### src/rtl/irqf_pkg.sv
package irqf_pkg;
    typedef enum logic [1:0] {
        SENSE_LOW  = 2'b00,
        SENSE_FALL = 2'b01,
        SENSE_RISE = 2'b10,
        SENSE_BOTH = 2'b11
    } sense_e;
endpackage

### src/rtl/irqf_sync.sv
module irqf_sync #(
    parameter int NUM_LINES   = 8,
    parameter int SYNC_STAGES = 2
) (
    input  logic                 clk,
    input  logic                 rst_n,
    input  logic [NUM_LINES-1:0] pin_i,
    output logic [NUM_LINES-1:0] sync_o,
    output logic [NUM_LINES-1:0] prev_o
);
    typedef struct packed {
        logic [SYNC_STAGES-1:0][NUM_LINES-1:0] chain;
        logic [NUM_LINES-1:0]                  prev;
    } sync_t;

    sync_t s_d, s_q;

    always_comb begin
        s_d          = s_q;
        s_d.chain[0] = pin_i;
        for (int s = 1; s < SYNC_STAGES; s++) begin
            s_d.chain[s] = s_q.chain[s-1];
        end
        s_d.prev = s_q.chain[SYNC_STAGES-1];
    end

    // Reset to the idle-high level so that no edge or low level appears after reset.
    always_ff @(posedge clk or negedge rst_n) begin
        if (!rst_n) s_q <= '1;
        else        s_q <= s_d;
    end

    assign sync_o = s_q.chain[SYNC_STAGES-1];
    assign prev_o = s_q.prev;
endmodule

### src/rtl/irqf_sense.sv
module irqf_sense
    import irqf_pkg::*;
#(
    parameter int NUM_LINES = 8
) (
    input  logic [NUM_LINES-1:0]   sync_i,
    input  logic [NUM_LINES-1:0]   prev_i,
    input  logic [2*NUM_LINES-1:0] cfg_i,
    output logic [NUM_LINES-1:0]   set_o,
    output logic [NUM_LINES-1:0]   edge_mode_o
);
    for (genvar n = 0; n < NUM_LINES; n++) begin : g_line
        sense_e mode;
        logic   fell, rose;

        assign mode = sense_e'(cfg_i[2*n +: 2]);
        assign fell = prev_i[n] & ~sync_i[n];
        assign rose = ~prev_i[n] & sync_i[n];

        always_comb begin
            unique case (mode)
                SENSE_LOW:  set_o[n] = ~sync_i[n];
                SENSE_FALL: set_o[n] = fell;
                SENSE_RISE: set_o[n] = rose;
                default:    set_o[n] = fell | rose;
            endcase
        end

        assign edge_mode_o[n] = (mode != SENSE_LOW);
    end
endmodule

### src/rtl/irqf_flags.sv
module irqf_flags #(
    parameter int NUM_LINES = 8
) (
    input  logic                 clk,
    input  logic                 rst_n,
    input  logic                 stby_i,
    input  logic [NUM_LINES-1:0] set_i,
    input  logic [NUM_LINES-1:0] edge_mode_i,
    input  logic [NUM_LINES-1:0] sync_i,
    input  logic [NUM_LINES-1:0] ack_i,
    input  logic [NUM_LINES-1:0] dtc_i,
    input  logic [NUM_LINES-1:0] dtc_keep_i,
    input  logic                 rd_hit_i,
    input  logic                 wr_hit_i,
    input  logic [NUM_LINES-1:0] wdata_i,
    output logic [NUM_LINES-1:0] flags_o
);
    typedef struct packed {
        logic [NUM_LINES-1:0] flags;
        logic [NUM_LINES-1:0] arm;
    } flag_t;

    flag_t f_d, f_q;
    logic [NUM_LINES-1:0] clr_sw, clr_ack, clr_dtc, arm_tmp;

    always_comb begin
        clr_sw  = wr_hit_i ? (~wdata_i & f_q.arm) : '0;
        clr_ack = ack_i & (edge_mode_i | sync_i);
        clr_dtc = dtc_i & ~dtc_keep_i;
        f_d.flags = set_i | (f_q.flags & ~(clr_sw | clr_ack | clr_dtc));
        arm_tmp = f_q.arm & ~clr_sw;
        if (rd_hit_i) arm_tmp = arm_tmp | f_q.flags;
        f_d.arm = arm_tmp & f_d.flags;
        if (stby_i) f_d = '0;
    end

    always_ff @(posedge clk or negedge rst_n) begin
        if (!rst_n) f_q <= '0;
        else        f_q <= f_d;
    end

    assign flags_o = f_q.flags;

    // Port-level view of what may legally clear a flag; the arm and mode qualifiers are left out.
    logic [NUM_LINES-1:0] may_clear;
    assign may_clear = ack_i | (dtc_i & ~dtc_keep_i) | (wr_hit_i ? ~wdata_i : '0)
                     | {NUM_LINES{stby_i}};

    assert_standby_wipe_R2: assert property (@(posedge clk) disable iff (!rst_n)
        stby_i |=> (f_q == '0));

    assert_set_wins_R12: assert property (@(posedge clk) disable iff (!rst_n)
        (!stby_i && set_i != '0) |=> ((f_q.flags & $past(set_i)) == $past(set_i)));

    assert_fall_has_cause_R8: assert property (@(posedge clk) disable iff (!rst_n)
        1'b1 |=> ((($past(f_q.flags) & ~f_q.flags) & ~$past(may_clear)) == '0));

    assert_arm_needs_flag_R8: assert property (@(posedge clk) disable iff (!rst_n)
        (f_q.arm & ~f_q.flags) == '0);
endmodule

### src/rtl/ext_irq_flags.sv
module ext_irq_flags #(
    parameter int NUM_LINES   = 8,
    parameter int SYNC_STAGES = 2
) (
    input  logic                   clk,
    input  logic                   rst_n,
    input  logic                   stby_clr,
    input  logic [NUM_LINES-1:0]   irq_pin,
    input  logic [2*NUM_LINES-1:0] sense_cfg,
    input  logic [NUM_LINES-1:0]   ack_pulse,
    input  logic [NUM_LINES-1:0]   dtc_pulse,
    input  logic [NUM_LINES-1:0]   dtc_keep,
    input  logic                   reg_sel,
    input  logic                   reg_rd,
    input  logic                   reg_wr,
    input  logic [NUM_LINES-1:0]   reg_wdata,
    output logic [NUM_LINES-1:0]   reg_rdata
);
    logic [NUM_LINES-1:0] pin_sync, pin_prev, set_vec, edge_mode, flags;
    logic rd_hit, wr_hit;

    assign rd_hit = reg_sel & reg_rd;
    assign wr_hit = reg_sel & reg_wr;

    irqf_sync #(.NUM_LINES(NUM_LINES), .SYNC_STAGES(SYNC_STAGES)) u_sync (
        .clk(clk), .rst_n(rst_n), .pin_i(irq_pin), .sync_o(pin_sync), .prev_o(pin_prev)
    );

    irqf_sense #(.NUM_LINES(NUM_LINES)) u_sense (
        .sync_i(pin_sync), .prev_i(pin_prev), .cfg_i(sense_cfg),
        .set_o(set_vec), .edge_mode_o(edge_mode)
    );

    irqf_flags #(.NUM_LINES(NUM_LINES)) u_flags (
        .clk(clk), .rst_n(rst_n), .stby_i(stby_clr), .set_i(set_vec),
        .edge_mode_i(edge_mode), .sync_i(pin_sync), .ack_i(ack_pulse),
        .dtc_i(dtc_pulse), .dtc_keep_i(dtc_keep), .rd_hit_i(rd_hit),
        .wr_hit_i(wr_hit), .wdata_i(reg_wdata), .flags_o(flags)
    );

    assign reg_rdata = rd_hit ? flags : '0;
endmodule

### config.mk
export PLATFORM = sky130hd
export DESIGN_NAME = ext_irq_flags
export DESIGN_NICKNAME = d
export VERILOG_FILES = /design/src/rtl/irqf_pkg.sv /design/src/rtl/irqf_sync.sv /design/src/rtl/irqf_sense.sv /design/src/rtl/irqf_flags.sv /design/src/rtl/ext_irq_flags.sv
export SDC_FILE = /design/constraint.sdc
export NUM_CORES = 1
export LEC_CHECK = 0
export BUFFER_PORTS_ARGS = -buffer_cell sky130_fd_sc_hd__buf_4
export CAP_MARGIN = 10
export CORE_MARGIN = 10
export CORE_UTILIZATION = 51
export CTS_CLUSTER_SIZE = 12
export DETAILED_ROUTE_END_ITERATION = 8
export PLACE_DENSITY = 0.8
export SETUP_SLACK_MARGIN = 0.3
export SLEW_MARGIN = 20
export SYNTH_ARGS = -nofsm -noshare
export SYNTH_HDL_FRONTEND = slang
export SYNTH_HIERARCHICAL = 1
export SYNTH_SLANG_ARGS = --single-unit
### constraint.sdc
create_clock -name clk -period 2.79 [get_ports clk]
set_clock_uncertainty 0.05 [all_clocks]
set_input_delay 0.279 -clock clk [delete_from_list [all_inputs] [get_ports clk]]
set_output_delay 0.279 -clock clk [all_outputs]
set_load 0.01 [all_outputs]
==> impl_metrics.ini, run 1 <==
[placed_design]
preCtsSetupSlack_ps = 814
place.gp.congestion = 0.785
io_buffers = 69
dp_hpwl_um = 3790
dp.cells = 304

[cells_and_area]
drive_gt1_frac = 0.414
area_growth_pct = 24.4
diodes = 0
multi_input_area_um2 = 975
fillers = 337
register_area_mm2 = 0.00103
nets = 340
final_cells = 313

[logic_synthesis]
yosysWarningCount = 6
synth_flop_cell = dfstp_2
synth_edf_count = 0
ys_seq_area_frac = 0.462
syn_avg_cell_area_um2 = 11.0
synth_cells = 203
synth.area.top_cells = dfstp_2, dfrtp_1, ha_1, mux4_2, nand2b_1
synth_top_area_share = 0.283
synth.cell_area_mm2 = 0.00223
syn_nets = 281
async_flop_share = 1.00
yosys.area.top_type = dfstp_2
ys_types = 20
synth_seq_cells = 40

[pwr]
p_int_mw = 0.949
clkPwrFrac = 0.311
totalPowerFinal_mw = 1.24
power_density_mw_per_mm2 = 448
ir_drop_v = 0.000327
netSwitchingPower_mw = 0.294
p_leak_nw = 1.36
swShare = 0.237
pwr-share-seq = 0.518
pwr-share-comb = 0.170

[worst_setup_path]
start_kind = flop
critPathMaxFanout = 4
required_ps = 2910
end_kind = flop
arrival_ps = 2130
path_class = reg -> reg

[drt]
drt_iter0_markers = 29
drt_wl_total_um = 4870
antenna_left = 0
num_vias = 1617
first_pass_iters = 4
wire_per_inst_um = 15.6
via_per_inst = 5.17
post-route-drc-count = 0

[floorplan]
dieArea_mm2 = 0.00742
rows = 23
coreArea_mm2 = 0.00412
fp.dieH_um = 86.2
initial_core_util = 0.542
chipWidth_um = 86.2
num_io_pins = 70

[cts]
cts.sinks = 40
cts_root_buf = clkbuf_8
cts_setup_buffers = 0
cts.path.max_buffers = 2
clk_pin_slew_ps = 70
post_cts_resized = 0
cts_tree = built
clk_latency_ps = 290
h-tree-depth = 2
cts_buffers = 5

[sta]
worst_slack_ps = 782
maxSlewHeadroom = 0.674
period_share = 0.720
hold_viol = 0
setup_tns_ps = 0
drv_slew = 0
min_period_ps = 2010
finalSetupViolations = 0
rsz0062_at_grt = no
fmax_mhz = 498
tightest_slew_ps = 489

[global_routing]
antenna_found_initial = 0
grt_usage = 0.128
grt_max_degree = 41
grt-ovfl-total = 0
grt_pass1_wl_um = 7710
grt_pass1_vias = 1746

[outcome]
status = finished clean

[hold_path]
hold_class = in -> reg

[flow_run]
cap_violations = 0
[cell usage in the layout (no fill, tap or decap)]
master	instances
mux4_2	8
dfstp_2	24
nand3b_1	7
dlygate4sd3_1	1
o21ai_0	1
clkbuf_8	6
ha_1	16
or2_1	8
inv_1	24
nor2_1	15
dfrtp_1	16
buf_4	69
a31oi_1	8
nor3_1	8
nand2b_1	20
o21bai_1	8
and3_1	8
or2b_1	4
a22oi_1	8
clkbuf_1	2
and2_2	2
[state kept, by name (all words and copies together), names as in the netlist]
signal	cells
u_sync/s_d	8
u_flags/f_q	8
u_flags/flags_o	8
u_sync/sync_o	8
u_sync/prev_o	8
[cell families (layout without fill, tap and decap cells)]
group | count (synthesis) | in the layout | synth area share
AOI/OAI and AO/OA | 25 | 25 | 0.0785
adders and majority gates | 16 | 16 | 0.0897
buffers and inverters | 42 | 102 | 0.101
DFF | 40 | 40 | 0.462
muxes | 8 | 8 | 0.0807
and+or+nand+nor | 72 | 72 | 0.188
[per-layer routing]
| metal | up-vias | global-route usage | routed length (um) |
|---|---|---|---|
| met3 | 6 | 0.0577 | 399 |
| li1 | 786 | - | - |
| met4 | 0 | 0.0404 | 46 |
| met2 | 52 | 0.216 | 2340 |
| met5 | - | 0 | 0 |
| met1 | 773 | 0.140 | 2090 |
[Yosys cell counts, types with 4 or more instances]
library cell	n
a22oi_1	8
a31oi_1	8
and3_1	8
buf_4	16
dfrtp_1	16
dfstp_2	24
ha_1	16
inv_1	24
mux4_2	8
nand2b_1	20
nand3b_1	7
nor2_1	15
nor3_1	8
o21bai_1	8
or2_1	8
or2b_1	4
[worst paths after layout]
kind / start / endpoint / slack (ps) / cells after the start
worst min-delay path: irq_pin[2] / u_sync/s_d[18] / 40 / 1
worst min register to register: u_sync/s_d[16] / u_sync/sync_o[0] / 310 / 0
worst max register to register: u_sync/sync_o[6] / u_flags/f_q[6] / 780 / 7
max in group asynchronous: rst_n / u_sync/prev_o[0] / 1870 / 2
min in group asynchronous: rst_n / u_flags/f_q[7] / 450 / 2
worst max-delay path: u_sync/sync_o[6] / u_flags/f_q[6] / 780 / 7
[worst max-delay path, stage by stage, from the launching register on]
cell	delay [ps]
dfstp_2	560
inv_1	60
ha_1	270
inv_1	30
mux4_2	470
nand2b_1	160
o21bai_1	200
nor3_1	90
[repair_timing]
item,CTS,global route
hold buffers,1,0
endpoints found under the setup margin,0,0
hold endpoints to repair,16,0
[layout make-up]
class	count	share of cell area
Sequential cell	40	0.371
Tap cell	50	0.0225
Inverter	24	0.0324
Multi-Input combinational cell	121	0.351
Timing Repair Buffer	70	0.190
Clock buffer	8	0.0324
[per-stage QoR]
stage	hold WS (ps)	area [um^2]	utilization
3_5_place_dp	232	2680	0.650
2_1_floorplan	-66.6	2230	-
4_1_cts	33.8	2780	0.675
3_3_place_gp	232	2680	0.650
5_1_grt	26.1	2780	0.675
6_report	41.5	2780	0.675
[power groups by stage]
stage                     clock network [mW]  registers (mW)  logic, mW
after floorplan                            0           0.646      0.128
after global placement                     0           0.653      0.203
after detailed placement                   0           0.654      0.211
after CTS                              0.402           0.645      0.214
after global routing                   0.418           0.649      0.236
final                                  0.387           0.644      0.212
Note: power is estimated with default switching activity, not from simulation.
==> run 2, diff against run 1 <==
clock period = 1.94 ns   (was 2.79 ns; I/O delays follow)
==> impl_metrics.ini, run 2 (same netlist as run 1, synthesis figures left out) <==
[worst_setup_path]
worst-path-buf-inv = 2
worstRegToRegCells = 7
critical_path_depth = 7
endpoint = u_flags/f_q[2]
required_ps = 2060
max_stage_delay_ps = 570
start_kind = flop
r2r_end = u_flags/f_q[2]
arrival_ps = 2030
worstSetupStartpoint = u_sync/sync_o[2]
slowest_stage = dfstp_2
r2r-start = u_sync/sync_o[2]
path_class = reg -> reg
r2r_slack_ps = 20
path_cells = inv_4 -> ha_4 -> inv_2 -> mux4_2 -> nand2b_4 -> o21bai_4 -> nor3_2
cpLargestDelayFamily = flip-flops
critPathMaxFanout = 2
end_kind = flop

[sta]
drv_slew = 0
period_share = 0.989
maxSlewHeadroom = 0.668
hold_viol = 0
min_period_ps = 1920
setup_tns_ps = 0
finalSetupViolations = 0
fmax_mhz = 521
tightest_slew_ps = 498
rsz0062_at_grt = yes

[drt]
drt_iter0_markers = 74
via_per_inst = 5.16
num_vias = 1730
antenna_left = 0
drt_wl_total_um = 5740
wire_per_inst_um = 17.1
post-route-drc-count = 0
first_pass_iters = 4

[global_routing]
grt_pass1_wl_um = 8890
antenna_found_initial = 0
grt_pass1_vias = 1916
grt_usage = 0.148
grt_max_degree = 41
grt-ovfl-total = 0

[pwr]
p_leak_nw = 1.50
power_density_mw_per_mm2 = 577
ir_drop_v = 0.000411

[cts]
cts_root_buf = clkbuf_8
cts_buffers = 5
cts.sinks = 40
cts_tree = built
clk_pin_slew_ps = 70
h-tree-depth = 2
clk_latency_ps = 290
cts.path.max_buffers = 2

[floorplan]
coreArea_mm2 = 0.00412
num_io_pins = 70
initial_core_util = 0.542
rows = 23
dieArea_mm2 = 0.00742
chipWidth_um = 86.2
fp.dieH_um = 86.2

[cells_and_area]
nets = 362
diodes = 0
mostFrequentLayoutCells = buf_4, dfstp_2, dfrtp_1
drive_gt1_frac = 0.607
design_area_mm2 = 0.00328
layout_commonest_cell = buf_4
area_growth_pct = 47.1

[outcome]
status = finished clean

[flow_run]
cap_violations = 0

[placed_design]
postPlaceCellArea_mm2 = 0.00287
place.gp.congestion = 0.772
io_buffers = 69
dp_hpwl_um = 3980

[hold_path]
hold_class = in -> reg
[run 2: per-stage QoR]
step	hold slack [ps]	setup WS, ps	instances	utilization	power (mW)
detailed placement	146	-6.92	306	0.698	1.30
global route	185	-33.1	335	0.798	2.00
finish	188	20.6	335	0.798	1.89
CTS	170	37.1	332	0.763	1.87
global placement	148	23.4	306	0.698	1.28
floorplan	-152	36.8	203	-	1.16
[run 2: report_power, final]
group | switching [mW] | internal (mW) | leakage, nW | total, mW
clock network | 0.264 | 0.252 | 0.0422 | 0.517
registers | 0.0383 | 0.898 | 0.470 | 0.936
logic | 0.181 | 0.261 | 0.991 | 0.442
[run 2: worst min-delay path by stage]
| stage | depth (start not counted) | slack [ps] | end | from |
|---|---|---|---|---|
| floorplan | 0 | -150 | u_flags/f_q[0] | rst_n |
| global placement | 1 | 150 | u_flags/flags_o[1] | rst_n |
| detailed placement | 1 | 150 | u_flags/flags_o[1] | rst_n |
| CTS | 4 | 170 | u_flags/flags_o[3] | ack_pulse[3] |
| global route | 4 | 180 | u_flags/f_q[3] | ack_pulse[3] |
| finish | 4 | 190 | u_flags/f_q[3] | ack_pulse[3] |
[run 2: what timing repair did]
action	in CTS	in global routing
resized for setup	5	26
pin swaps	7	7
hold endpoints to repair	24	0
hold buffers	9	0
setup endpoints to repair	16	16
setup buffers	9	3
[run 2: layout make-up]
cell class                      instances  area [um^2]
Clock buffer                            7         76.3
Tap cell                               50         62.6
Sequential cell                        40         1030
Fill cell                             254          831
Inverter                               24          110
Timing Repair Buffer                   92          717
Multi-Input combinational cell        121         1280
Clock inverter                          1         5.00
[run 2: layer usage]
metal,global-route usage,share of wire,vias up
met4,0.0449,0.014,0
met2,0.247,0.50,61
li1,-,-,831
met1,0.177,0.42,830
met3,0.0473,0.067,8
met5,0,0,-
[run 2: tightest hold or removal path, delay by kind of cell]
| family | cells | cell delay, ps |
|---|---|---|
| buf+inv | 1 | 90 |
| compound gates | 1 | 120 |
| simple gates | 2 | 90 |
==> run 3, diff against run 2 <==
clock period = 1.8 ns   (was 1.94 ns; I/O delays follow)
==> impl_metrics.ini, run 3 (same netlist as run 1, synthesis figures left out) <==
[cts]
h-tree-depth = 2
cts_buffers = 5
clk_pin_slew_ps = 80
cts.sinks = 40
cts.path.max_buffers = 2
cts_tree = built
clk_latency_ps = 280
cts_root_buf = clkbuf_8

[placed_design]
dp.cells = 314
io_buffers = 69
place.gp.congestion = 0.789
dp_hpwl_um = 4020
preCtsSetupSlack_ps = -123

[floorplan]
chipWidth_um = 86.2
fp.dieH_um = 86.2
num_io_pins = 70
coreArea_mm2 = 0.00412
dieArea_mm2 = 0.00742
rows = 23
initial_core_util = 0.542

[sta]
tightest_slew_ps = 501
worst_slack_ps = -72.5
whs_ps = 161
period_share = 1.04
min_period_ps = 1870
fmax_mhz = 534
setup_tns_ps = -688
maxSlewHeadroom = 0.666
finalSetupViolations = 16
drv_slew = 0
hold_viol = 0
rsz0062_at_grt = yes

[cells_and_area]
fillers = 276
diodes = 0
layout_commonest_cell = buf_4
register_area_mm2 = 0.00103
nets = 359
final_cells = 332
multi_input_area_mm2 = 0.00123
area_growth_pct = 44.1
drive_gt1_frac = 0.578
mostFrequentLayoutCells = buf_4, dfstp_2, dfrtp_1

[pwr]
power_density_mw_per_mm2 = 639
ir_drop_v = 0.000517
netSwitchingPower_mw = 0.516
pwr-share-seq = 0.489
p_leak_nw = 1.49
clkPwrFrac = 0.296
pwr-share-comb = 0.215
p_int_mw = 1.54
swShare = 0.251

[outcome]
status = finished with violations
violations = negative setup slack

[drt]
first_pass_iters = 4
post-route-drc-count = 0
drt_iter0_markers = 66
drt_wl_total_um = 5200
via_per_inst = 5.11
antenna_left = 0
wire_per_inst_um = 15.7
num_vias = 1697

[worst_setup_path]
required_ps = 1910
start_kind = flop
arrival_ps = 1990
end_kind = flop
critPathMaxFanout = 2
path_class = reg -> reg

[flow_run]
cap_violations = 0

[global_routing]
grt-ovfl-total = 0
antenna_found_initial = 0
grt_pass1_vias = 1824
grt_pass1_wl_um = 8410
grt_max_degree = 41
grt_usage = 0.140

[hold_path]
hold_class = in -> reg
==> run 3: worst paths after layout <==
check                                  from          endpoint  slack [ps]  depth (start not counted)
min in group asynchronous             rst_n    u_flags/f_q[7]         350                          2
max in group asynchronous             rst_n  u_sync/sync_o[7]         970                          2
hold / removal                 ack_pulse[0]    u_flags/f_q[0]         160                          4
setup reg to reg           u_sync/sync_o[4]    u_flags/f_q[4]         -70                          7
hold reg to reg              u_sync/s_d[19]  u_sync/sync_o[3]         310                          0
setup / recovery           u_sync/sync_o[4]    u_flags/f_q[4]         -70                          7
==> run 3: metrics by stage <==
step | cell area (um^2) | util | power, mW
2_1_floorplan | 2440 | - | 1.25
3_3_place_gp | 2930 | 0.712 | 1.39
3_5_place_dp | 2930 | 0.712 | 1.41
4_1_cts | 3140 | 0.764 | 2.06
5_1_grt | 3220 | 0.782 | 2.17
6_report | 3220 | 0.782 | 2.05
==> run 3: worst max-delay path, stage by stage (launching register included) <==
cell      delay, ps
dfstp_2         560
inv_4            40
ha_4            240
inv_1            30
mux4_2          480
nand2b_4        170
o21bai_4        120
nor3_1           60
==> run 3: area by class of cell <==
class / count / share of cell area
timing repair buffer: 89 / 0.215
tap: 50 / 0.0194
clock buffer: 6 / 0.0257
sequential: 40 / 0.320
inverter: 24 / 0.0342
multi-input combinational: 121 / 0.382
clock inverter: 2 / 0.00311
==> run 3: power groups by stage <==
stage,Combinational (mW),Sequential (mW),Clock [mW]
3_5_place_dp,0.390,1.02,0
4_1_cts,0.423,1.01,0.630
3_3_place_gp,0.375,1.02,0
5_1_grt,0.488,1.01,0.673
6_report,0.442,1.01,0.607
2_1_floorplan,0.241,1.01,0
==> run 3: repair_timing <==
action	CTS	global route
pin swaps	5	0
setup endpoints to repair	16	16
endpoints found under the hold margin	24	0
gates resized for setup	8	11
buffers inserted	1	0
hold buffers	9	0
==> run 3: metal layers <==
layer	up-vias	global-route usage	wire length, um
met5	-	0	0
met4	0	0.0329	19
met3	2	0.0539	381
met2	57	0.229	2530
met1	812	0.168	2270
li1	826	-	-
